===== config.mk =====
export PLATFORM = sky130hd
export DESIGN_NAME = dbdma_channel
export DESIGN_NICKNAME = d
export VERILOG_FILES = /design/src/rtl/dbdma_pkg.sv /design/src/rtl/dbdma_regs.sv /design/src/rtl/dbdma_xfer.sv /design/src/rtl/dbdma_flags.sv /design/src/rtl/dbdma_channel.sv
export SDC_FILE = /design/constraint.sdc
export NUM_CORES = 1
export LEC_CHECK = 0
export ABC_AREA = 1
export BUFFER_PORTS_ARGS = -buffer_cell sky130_fd_sc_hd__buf_2
export CAP_MARGIN = 20
export CORE_AREA = 3 3 120 145
export DETAILED_ROUTE_END_ITERATION = 16
export DIE_AREA = 0 0 123 148
export PLACE_DENSITY_LB_ADDON = 0.05
export SYNTH_ARGS = -nofsm -noshare
export SYNTH_HDL_FRONTEND = slang
export SYNTH_SLANG_ARGS = --single-unit
export TNS_END_PERCENT = 10

===== constraint.sdc =====
create_clock -name clk -period 1.6 [get_ports clk]
set_input_delay 0.16 -clock clk [delete_from_list [all_inputs] [get_ports clk]]
set_output_delay 0.16 -clock clk [all_outputs]
set_load 0.005 [all_outputs]

===== src/rtl/dbdma_pkg.sv =====
package dbdma_pkg;

    localparam int REG_IW = 3;

    typedef enum logic [REG_IW-1:0] {
        REG_CTRL  = 3'd0,
        REG_BASE0 = 3'd1,
        REG_BASE1 = 3'd2,
        REG_COUNT = 3'd3,
        REG_CLEAR = 3'd4
    } reg_idx_e;

    localparam int CTRL_EN_BIT = 0;
    localparam int CLR_TC_BIT  = 1 - 1;
    localparam int CLR_OVR_BIT = 1;

    typedef enum logic [1:0] {
        ST_IDLE  = 2'd0,
        ST_ARMED = 2'd1,
        ST_WRITE = 2'd2
    } xfer_state_e;

    function automatic logic reg_hit(input logic en, input logic [REG_IW-1:0] idx,
                                     input reg_idx_e which);
        return en && (idx == which);
    endfunction

endpackage


===== src/rtl/dbdma_regs.sv =====
module dbdma_regs
    import dbdma_pkg::*;
#(
    parameter int AW = 32,
    parameter int CW = 16,
    parameter int RW = 32
) (
    input  logic              clk,
    input  logic              rst,
    input  logic              wr_en,
    input  logic [REG_IW-1:0] wr_addr,
    input  logic [RW-1:0]     wr_data,
    output logic              en_q,
    output logic [AW-1:0]     base0_q,
    output logic [AW-1:0]     base1_q,
    output logic [CW-1:0]     count_q,
    output logic              clr_tc,
    output logic              clr_ovr
);
    always_ff @(posedge clk) begin
        if (rst) begin
            en_q    <= 1'b0;
            base0_q <= '0;
            base1_q <= '0;
            count_q <= '0;
        end else begin
            if (reg_hit(wr_en, wr_addr, REG_CTRL))  en_q    <= wr_data[CTRL_EN_BIT];
            if (reg_hit(wr_en, wr_addr, REG_BASE0)) base0_q <= wr_data[AW-1:0];
            if (reg_hit(wr_en, wr_addr, REG_BASE1)) base1_q <= wr_data[AW-1:0];
            if (reg_hit(wr_en, wr_addr, REG_COUNT)) count_q <= wr_data[CW-1:0];
        end
    end

    always_comb begin
        clr_tc  = reg_hit(wr_en, wr_addr, REG_CLEAR) && wr_data[CLR_TC_BIT];
        clr_ovr = reg_hit(wr_en, wr_addr, REG_CLEAR) && wr_data[CLR_OVR_BIT];
    end
endmodule


===== src/rtl/dbdma_xfer.sv =====
module dbdma_xfer
    import dbdma_pkg::*;
#(
    parameter int AW = 32,
    parameter int DW = 32,
    parameter int CW = 16
) (
    input  logic          clk,
    input  logic          rst,
    input  logic          en,
    input  logic [AW-1:0] base0,
    input  logic [AW-1:0] base1,
    input  logic [CW-1:0] count,
    input  logic          per_req,
    input  logic [DW-1:0] per_data,
    output logic          per_ack,
    output logic          mem_valid,
    output logic [AW-1:0] mem_addr,
    output logic [DW-1:0] mem_data,
    input  logic          mem_ready,
    output logic          buf_sel,
    output logic          tc_evt
);
    localparam logic [AW-1:0] STEP = AW'(DW / 8);

    xfer_state_e   state_q;
    logic [AW-1:0] ptr_q;
    logic [CW-1:0] remain_q;
    logic [DW-1:0] data_q;
    logic          buf_q;
    logic          accepted;

    always_comb begin
        per_ack   = (state_q == ST_ARMED) && en && per_req;
        mem_valid = (state_q == ST_WRITE);
        accepted  = mem_valid && mem_ready;
        tc_evt    = accepted && (remain_q == CW'(1));
    end

    always_ff @(posedge clk) begin
        if (rst) begin
            state_q  <= ST_IDLE;
            ptr_q    <= '0;
            remain_q <= '0;
            data_q   <= '0;
            buf_q    <= 1'b0;
        end else begin
            unique case (state_q)
                ST_IDLE: begin
                    ptr_q    <= base0;
                    remain_q <= count;
                    buf_q    <= 1'b0;
                    if (en) state_q <= ST_ARMED;
                end
                ST_ARMED: begin
                    if (!en) begin
                        state_q <= ST_IDLE;
                    end else if (per_req) begin
                        data_q  <= per_data;
                        state_q <= ST_WRITE;
                    end
                end
                ST_WRITE: begin
                    if (accepted) begin
                        if (tc_evt) begin
                            buf_q    <= ~buf_q;
                            ptr_q    <= buf_q ? base0 : base1;
                            remain_q <= count;
                        end else begin
                            ptr_q    <= ptr_q + STEP;
                            remain_q <= remain_q - CW'(1);
                        end
                        state_q <= en ? ST_ARMED : ST_IDLE;
                    end
                end
                default: state_q <= ST_IDLE;
            endcase
        end
    end

    assign mem_addr = ptr_q;
    assign mem_data = data_q;
    assign buf_sel  = buf_q;
endmodule


===== src/rtl/dbdma_flags.sv =====
module dbdma_flags (
    input  logic clk,
    input  logic rst,
    input  logic tc_evt,
    input  logic clr_tc,
    input  logic clr_ovr,
    output logic tc_pulse_q,
    output logic tc_flag_q,
    output logic ovr_flag_q
);
    always_ff @(posedge clk) begin
        if (rst) begin
            tc_pulse_q <= 1'b0;
            tc_flag_q  <= 1'b0;
            ovr_flag_q <= 1'b0;
        end else begin
            tc_pulse_q <= tc_evt;
            if (tc_evt)      tc_flag_q <= 1'b1;
            else if (clr_tc) tc_flag_q <= 1'b0;
            if (tc_evt && tc_flag_q) ovr_flag_q <= 1'b1;
            else if (clr_ovr)        ovr_flag_q <= 1'b0;
        end
    end
endmodule


===== src/rtl/dbdma_channel.sv =====
module dbdma_channel
    import dbdma_pkg::*;
#(
    parameter int AW = 32,
    parameter int DW = 32,
    parameter int CW = 16,
    parameter int RW = 32
) (
    input  logic              clk,
    input  logic              rst,
    input  logic              cfg_wr_en,
    input  logic [REG_IW-1:0] cfg_wr_addr,
    input  logic [RW-1:0]     cfg_wr_data,
    input  logic              per_req,
    input  logic [DW-1:0]     per_data,
    output logic              per_ack,
    output logic              mem_wr_valid,
    output logic [AW-1:0]     mem_wr_addr,
    output logic [DW-1:0]     mem_wr_data,
    input  logic              mem_wr_ready,
    output logic              tc_pulse,
    output logic              tc_flag,
    output logic              ovr_flag,
    output logic              active_buf,
    output logic              chan_en
);
    logic [AW-1:0] base0, base1;
    logic [CW-1:0] count;
    logic          clr_tc, clr_ovr, tc_evt;

    dbdma_regs #(.AW(AW), .CW(CW), .RW(RW)) u_regs (
        .clk(clk), .rst(rst),
        .wr_en(cfg_wr_en), .wr_addr(cfg_wr_addr), .wr_data(cfg_wr_data),
        .en_q(chan_en), .base0_q(base0), .base1_q(base1), .count_q(count),
        .clr_tc(clr_tc), .clr_ovr(clr_ovr)
    );

    dbdma_xfer #(.AW(AW), .DW(DW), .CW(CW)) u_xfer (
        .clk(clk), .rst(rst), .en(chan_en),
        .base0(base0), .base1(base1), .count(count),
        .per_req(per_req), .per_data(per_data), .per_ack(per_ack),
        .mem_valid(mem_wr_valid), .mem_addr(mem_wr_addr), .mem_data(mem_wr_data),
        .mem_ready(mem_wr_ready), .buf_sel(active_buf), .tc_evt(tc_evt)
    );

    dbdma_flags u_flags (
        .clk(clk), .rst(rst), .tc_evt(tc_evt),
        .clr_tc(clr_tc), .clr_ovr(clr_ovr),
        .tc_pulse_q(tc_pulse), .tc_flag_q(tc_flag), .ovr_flag_q(ovr_flag)
    );
endmodule


==> results of run 1 <==
## per-layer routing
layer / track usage [%] / vias to the layer above
met1: 36.81 / 4053
met5: 0 / -
met2: 47.80 / 325
met4: 11.69 / 2
li1: - / 4472
met3: 5.894 / 63
## flip-flops by register name, summed over array words and instances, names as in the netlist
name	cells
u_regs.base0_q	32
u_xfer.mem_addr	32
u_flags.tc_pulse_q	1
u_regs.en_q	1
u_xfer.remain_q	16
u_regs.base1_q	32
u_flags.tc_flag_q	1
u_xfer.mem_data	32
u_regs.count_q	16
u_xfer.buf_sel	1
u_flags.ovr_flag_q	1
u_xfer.state_q	2
## metrics by stage
| step | util, % | total power [uW] |
|---|---|---|
| 3_3_place_gp | 59.58 | 5137 |
| 4_1_cts | 66.56 | 9468 |
| 3_5_place_dp | 59.58 | 5146 |
| 5_1_grt | 69.02 | 9814 |
| 2_1_floorplan | - | 4803 |
| 6_report | 69.02 | 9489 |
## Yosys cell counts (2+ instances only)
| cell | instances |
|---|---|
| a21oi_1 | 135 |
| buf_2 | 15 |
| buf_4 | 3 |
| clkbuf_1 | 45 |
| dfxtp_1 | 167 |
| ha_1 | 3 |
| inv_1 | 85 |
| inv_2 | 4 |
| mux2i_1 | 2 |
| nand2_1 | 236 |
| nand3_1 | 54 |
| nand3b_1 | 2 |
| nand4_1 | 7 |
| nor2_1 | 229 |
| nor2_2 | 3 |
| nor2_4 | 2 |
| nor3_1 | 3 |
| o211ai_1 | 13 |
| o21ai_0 | 171 |
| o21ai_1 | 4 |
| or2_2 | 4 |
| xnor2_1 | 3 |
| xor2_1 | 15 |
## path summary, 6_finish.rpt
kind	start	end	slack [ps]	cells past startpoint
max	u_xfer.state_q[1]$_SDFFE_PP0P_	u_xfer.remain_q[10]$_SDFFE_PP0P_	-40	10
min	cfg_wr_data[18]	u_regs.base0_q[18]$_SDFFE_PP0P_	20	3
max reg2reg	u_xfer.state_q[1]$_SDFFE_PP0P_	u_xfer.remain_q[10]$_SDFFE_PP0P_	-40	10
min reg2reg	u_regs.base1_q[4]$_SDFFE_PP0P_	u_regs.base1_q[4]$_SDFFE_PP0P_	450	2
## area by class of cell
type / instances / area, um2
multi-input cells: 891 / 4317
well taps: 212 / 265.3
flip-flops and latches: 167 / 3361
inverters: 90 / 357.8
clock buffers: 17 / 425.4
fillers: 1424 / 5001
repair buffers: 308 / 2241
clock inverters: 15 / 176.4
## power groups by stage
stage	clock, uW	sequential (uW)	combinational (uW)
2_1_floorplan	0	4400	398
3_3_place_gp	0	4410	727
3_5_place_dp	0	4410	734
4_1_cts	4320	4320	832
5_1_grt	4490	4330	994
6_report	4290	4320	884
## logic make-up after synthesis
kind of cell               after synthesis  share of synthesized area, %
and+or+nand+nor                        544                         27.39
adders and majority gates                3                        0.4673
xor gates and xnor gates                18                         1.962
muxes                                    2                        0.2492
buffers and inverters                  155                         7.709
DFF                                    167                         41.61
AOI/OAI and AO/OA                      324                         20.60
## repair_timing
| item | in CTS | in global routing |
|---|---|---|
| pin swaps | 1 | 20 |
| hold buffers | 49 | 0 |
| gates resized for setup | 12 | 91 |
| setup endpoints to repair | 27 | 53 |
| cloned | 0 | 3 |
| buffers inserted | 0 | 6 |
| endpoints found under the hold margin | 49 | 0 |
## worst min-delay path, stage by stage
cell     delay (ps)
buf_2            90
o21ai_0          80
nor2_1           90
==> out/results.tsv, run 1 <==
stage	metric	value	unit
routing	wl_met2	12510	um
critical_path	worstPathRequired	1890	ps
place	pre_cts_ws	-71.70	ps
sta	skew	10.66	ps
sta	worst_pin_slew	499.7	ps
power	leakage	0.004768	uW
synth	yosysTopAreaCell	dfxtp_1	
place	placed_cells	1610	
routing	route.antenna.remaining_nets	0	
critical_path	critPathArrivalTime	1940	ps
synth	synth-seq-cells	167	
global_routing	grt-ovfl-total	0	
routing	dr.pass1.iters	5	
power	seq_power_share	45.5	%
critical_path	endpoint_kind	flop	
sta	fin_setup_tns	-116.7	ps
clock_tree	cts.path.max_buffers	2	
power	p_sw	2452	uW
clock_tree	clock_latency	430	ps
critical_path	critPathTopFamily	simple AND/OR/NAND/NOR gates	
place	place.gp.congestion	0.9699	
clock_tree	htree_levels	4	
floorplan	ioPinCount	143	
synth	ys_types	31	
routing	vias	8915	
layout	fin_cells	1700	
synth	syn_area_per_cell	6.623	um2
routing	wl_met3	1723	um
worst_hold_path	hp-class	in2reg	
power	internal_power	7037	uW
global_routing	antenna_found_initial	1	
critical_path	crit_path_max_incr_delay	340	ps
floorplan	initial_core_util	49.76	%
global_routing	grt_pass1_wl	41780	um
routing	drt_iter0_markers	610	
global_routing	grt_pass1_vias	8427	
layout	synthToLayoutAreaGrowth	38.70	%
floorplan	rows	51	
power	p_sw_share	25.84	%
place	port_buffers	142	
synth	synth_nets	1288	
global_routing	grt_max_degree	76	
synth	synthFlopType	dfxtp_1	
power	ir_drop	737.8	uV
status	violations	negative setup slack	
synth	synth_top_area_share	41.61	%
sta	rsz0062_at_grt	yes	
layout	final_common_cell	nand2_1	
floorplan	die_area	18200	um2
critical_path	crit_slowest_cell	dfxtp_2	
sta	max_clock_freq	0.6082	GHz
routing	viasPerCell	5.244	
layout	nNetsFinal	1550	
sta	period_minus_slack	1644	ps
sta	setup_ws	-44.24	ps
power	power.share.combinational	9.3	%
critical_path	worstSetupPathType	reg2reg	
clock_tree	cts_buffers	17	
critical_path	cp_cell_sequence	inv_2 > nor2_4 > inv_4 > nor2_4 > nand3_4 > nand2_8 > buf_6 > nand2_1 > nand3_1 > a21oi_1	
synth	yosysSeqAreaShare	41.61	%
floorplan	die_h	148	um
power	powerDensity	851.6	nW/um2
routing	topRoutingLayerUsed	met5	
power	clkPwrFrac	45.2	%
synth	yosys-top-cells-area	dfxtp_1 42%, nand2_1 11%, nor2_1 11%, o21ai_0 11%, a21oi_1 8.4%	
synth	ys_async_sr_fraction	0	%
routing	wl_per_cell	15.68	um
sta	hold_viol	0	
synth	netlist_area	8034	um2
synth	yosys_warnings	0	
routing	wl_met1	11590	um
synth	synth_edf_count	0	
clock_tree	cts_sinks	167	
floorplan	dieWidth	123	um
critical_path	cp_num_buf_inv	3	
critical_path	start_kind	flop	
layout	drive_above_1_share	25.54	%
synth	synth_cells	1213	
sta	timing.slew.headroom	66.68	%
place	dp_hpwl	18020	um
clock_tree	cts_root_buf	clkbuf_16	
layout	final_cell_mix	222 x nand2_1, 207 x nor2_1, 168 x o21ai_0	
flow_run	maxCapViolations	0	
global_routing	track_usage	28.94	%
status	status	complete, but fails checks	
routing	routed_wl	26660	um
sta	min_period_over_period	102.8	%
sta	timing.final.max_slew_violations	0	
routing	drc	0	
clock_tree	cts_tree	built	
sta	setup_viol	9	
critical_path	worstPathMaxFanout	8	
floorplan	coreArea	16140	um2
layout	postLayoutCellArea	11140	um2
clock_tree	clkTransAtPathRegs	70	ps
critical_path	crit_top_cell	nor2_4	
sta	whs	22.31	ps
layout	antenna_cells	0	
place	dpl_cell_area	9618	um2
No activity file was read; power rests on OpenSTA's default activity.
==> run 2, diff against run 1 <==
--- a/config.mk
+++ b/config.mk
@@ -9,6 +9,7 @@
 export BUFFER_PORTS_ARGS = -buffer_cell sky130_fd_sc_hd__buf_2
 export CAP_MARGIN = 20
 export CORE_AREA = 3 3 120 145
+export CTS_BUF_LIST = sky130_fd_sc_hd__clkbuf_4 sky130_fd_sc_hd__clkbuf_8
 export DETAILED_ROUTE_END_ITERATION = 16
 export DIE_AREA = 0 0 123 148
 export PLACE_DENSITY_LB_ADDON = 0.05
==> run 2 against run 1 <==
Compared with the run above:
- the run still ends with negative setup slack left
- critical path depth increased by 1
- hold slack improved by 28 ps
- sequential share of layout area increased by 0.11 points
- first-iteration DRC count increased by 30%
- non-clock buffer count increased by 16
- global-route usage increased by 0.58 points
- wire length increased by 1.8%
- flip-flop and latch count unchanged
- core utilization decreased by 0.29 points
- highest routed layer is now met4
- die area unchanged
- clock-buffer cell count unchanged
==> out/results.tsv, run 2 (same netlist as run 1, synthesis figures left out) <==
stage	metric	value	unit	change
global_routing	grt_max_degree	76		unchanged
critical_path	r2r_end	u_xfer.mem_addr[15]$_SDFFE_PP0P_		was u_xfer.remain_q[10]$_SDFFE_PP0P_
sta	min_period_over_period	101.1	%	was 102.8%
routing	dr.pass1.iters	7		was 5
sta	period_minus_slack	1617	ps	was 1644 ps
sta	timing.slew.headroom	67.34	%	was 66.68%
critical_path	critPathArrivalTime	2010	ps	was 1940 ps
routing	wl_met2	12750	um	was 12,510 um
critical_path	start_kind	flop		unchanged
sta	hold_viol	0		unchanged
global_routing	grt_pass1_wl	42680	um	was 41,780 um
critical_path	worstPathMaxFanout	8		unchanged
layout	synthToLayoutAreaGrowth	38.12	%	was 38.70%
critical_path	reg2reg_depth	11		was 10
status	violations	negative setup slack		unchanged
sta	max_clock_freq	0.6183	GHz	was 0.6082 GHz
routing	drc	0		unchanged
power	ir_drop	642.3	uV	was 737.8 uV
sta	timing.final.max_slew_violations	0		unchanged
place	dp_hpwl	18020	um	unchanged
routing	wl_met1	11710	um	was 11,590 um
worst_hold_path	hp-class	in2reg		unchanged
layout	drive_above_1_share	24.87	%	was 25.54%
place	place.gp.congestion	0.9699		unchanged
sta	setup_ws	-17.33	ps	was -44.24 ps
layout	fillers	1429		was 1,424
clock_tree	cts_sinks	167		unchanged
sta	setup_viol	3		was 9
critical_path	worstSetupPathType	reg2reg		unchanged
clock_tree	cts.path.max_buffers	2		unchanged
critical_path	endpoint_kind	flop		unchanged
floorplan	initial_core_util	49.76	%	unchanged
power	seq_power_share	51.0	%	was 45.5%
routing	viasPerCell	5.241		was 5.244
power	leakage	0.004753	uW	was 0.004768 uW
routing	wl_met3	1810	um	was 1723 um
routing	drt_iter0_markers	795		was 610
clock_tree	cts_root_buf	clkbuf_8		was clkbuf_16
power	clkPwrFrac	38.1	%	was 45.2%
status	status	complete, but fails checks		unchanged
power	p_sw_share	27.42	%	was 25.84%
layout	final_cell_mix	224 x nand2_1, 207 x nor2_1, 159 x o21ai_0		was 222 x nand2_1, 207 x nor2_1, 168 x o21ai_0
sta	worst_pin_slew	489.8	ps	was 499.7 ps
flow_run	maxCapViolations	0		unchanged
clock_tree	clkTransAtPathRegs	100	ps	was 70 ps
place	pre_cts_ws	-71.70	ps	unchanged
floorplan	ioPinCount	143		unchanged
critical_path	rr_startpoint	u_xfer.state_q[1]$_SDFFE_PP0P_		unchanged
clock_tree	cts_tree	built		unchanged
clock_tree	clock_latency	470	ps	was 430 ps
place	dpl_cell_area	9618	um2	unchanged
routing	routed_wl	27140	um	was 26,660 um
global_routing	grt-ovfl-total	0		unchanged
global_routing	antenna_found_initial	0		was 1
floorplan	rows	51		unchanged
power	p_sw	2323	uW	was 2452 uW
floorplan	die_area	18200	um2	unchanged
floorplan	die_h	148	um	unchanged
worst_hold_path	worstHoldStart	cfg_wr_en		was cfg_wr_data[18]
routing	vias	8994		was 8,915
critical_path	reg2reg_slack	-20	ps	was -40 ps
worst_hold_path	worstHoldPathCells	4		was 3
sta	skew	17.47	ps	was 10.66 ps
power	power.share.combinational	10.9	%	was 9.3%
routing	wl_per_cell	15.82	um	was 15.68 um
critical_path	worstPathRequired	2000	ps	was 1890 ps
layout	postLayoutCellArea	11100	um2	was 11,140 um2
floorplan	dieWidth	123	um	unchanged
routing	route.antenna.remaining_nets	0		unchanged
place	port_buffers	142		unchanged
routing	topRoutingLayerUsed	met4		was met5
layout	antenna_cells	0		unchanged
global_routing	track_usage	29.52	%	was 28.94%
clock_tree	htree_levels	4		unchanged
layout	final_common_cell	nand2_1		unchanged
layout	nNetsFinal	1566		was 1,550
worst_hold_path	hold_path_end	u_flags.ovr_flag_q$_SDFFE_PP0P_		was u_regs.base0_q[18]$_SDFFE_PP0P_
global_routing	grt_pass1_vias	8516		was 8,427
sta	rsz0062_at_grt	yes		unchanged
floorplan	coreArea	16140	um2	unchanged
clock_tree	cts_buffers	17		unchanged
power	powerDensity	763.5	nW/um2	was 851.6 nW/um2
power	internal_power	6149	uW	was 7037 uW
-- run 2: repair_timing --
item,4_1_cts,5_1_grt
gates cloned,0,3
setup endpoints to repair,28,81
pin swaps,2,19
setup buffers,2,3
hold endpoints to repair,90,0
hold buffers,66,0
gates resized for setup,13,94
-- run 2: through the flow --
stage	hold WS, ps	utilization, %	std cells	power [uW]	setup TNS (ps)
3_5_place_dp	405.0	59.58	1610	5146	-607.8
3_3_place_gp	402.2	59.58	1610	5137	-238.9
5_1_grt	66.51	68.74	1716	8813	-3753
2_1_floorplan	294.9	-	1213	4803	0
4_1_cts	13.08	66.52	1710	8465	-34.77
6_report	50.73	68.74	1716	8472	-28.14
-- run 2: power by group through the flow --
stage / clock [uW] / combinational (uW) / sequential (uW)
after floorplan: 0 / 398 / 4400
after global placement: 0 / 727 / 4410
after detailed placement: 0 / 734 / 4410
after CTS: 3290 / 864 / 4320
after global routing: 3450 / 1030 / 4330
final: 3230 / 922 / 4320
-- run 2: cell type report --
class	count	area (um2)	share of cell area, %
Sequential cell	167	3359	30.27
Clock buffer	17	234.0	2.108
Timing Repair Buffer	324	2407	21.69
Multi-Input combinational cell	891	4299	38.74
Clock inverter	15	176.4	1.590
Inverter	90	355.3	3.202
Tap cell	212	265.3	2.390
-- run 2: how the worst max path moves through the flow --
stage,start,to
floorplan,u_xfer.mem_addr[3]$_SDFFE_PP0P_,u_xfer.mem_addr[26]$_SDFFE_PP0P_
global placement,u_xfer.mem_addr[3]$_SDFFE_PP0P_,u_xfer.mem_addr[28]$_SDFFE_PP0P_
detailed placement,u_xfer.remain_q[5]$_SDFFE_PP0P_,u_xfer.mem_addr[24]$_SDFFE_PP0P_
CTS,u_xfer.state_q[1]$_SDFFE_PP0P_,mem_wr_valid
global route,u_xfer.remain_q[5]$_SDFFE_PP0P_,u_xfer.mem_addr[15]$_SDFFE_PP0P_
finish,u_xfer.state_q[1]$_SDFFE_PP0P_,u_xfer.mem_addr[15]$_SDFFE_PP0P_
-- run 2: worst max-delay path, stage by stage, from the launching register on --
cell	delay [ps]
dfxtp_2	350
inv_2	40
nor2_4	200
inv_4	80
nor2_4	100
nand3_4	140
nand2_8	180
clkbuf_16	170
nand2_4	40
nand2_2	60
nand2_1	40
a21oi_1	140
-- run 2: layer usage --
layer | vias up | global-route usage, %
met4 | 0 | 10.58
li1 | 4509 | -
met5 | - | 0
met2 | 369 | 49.00
met1 | 4048 | 37.90
met3 | 68 | 6.008
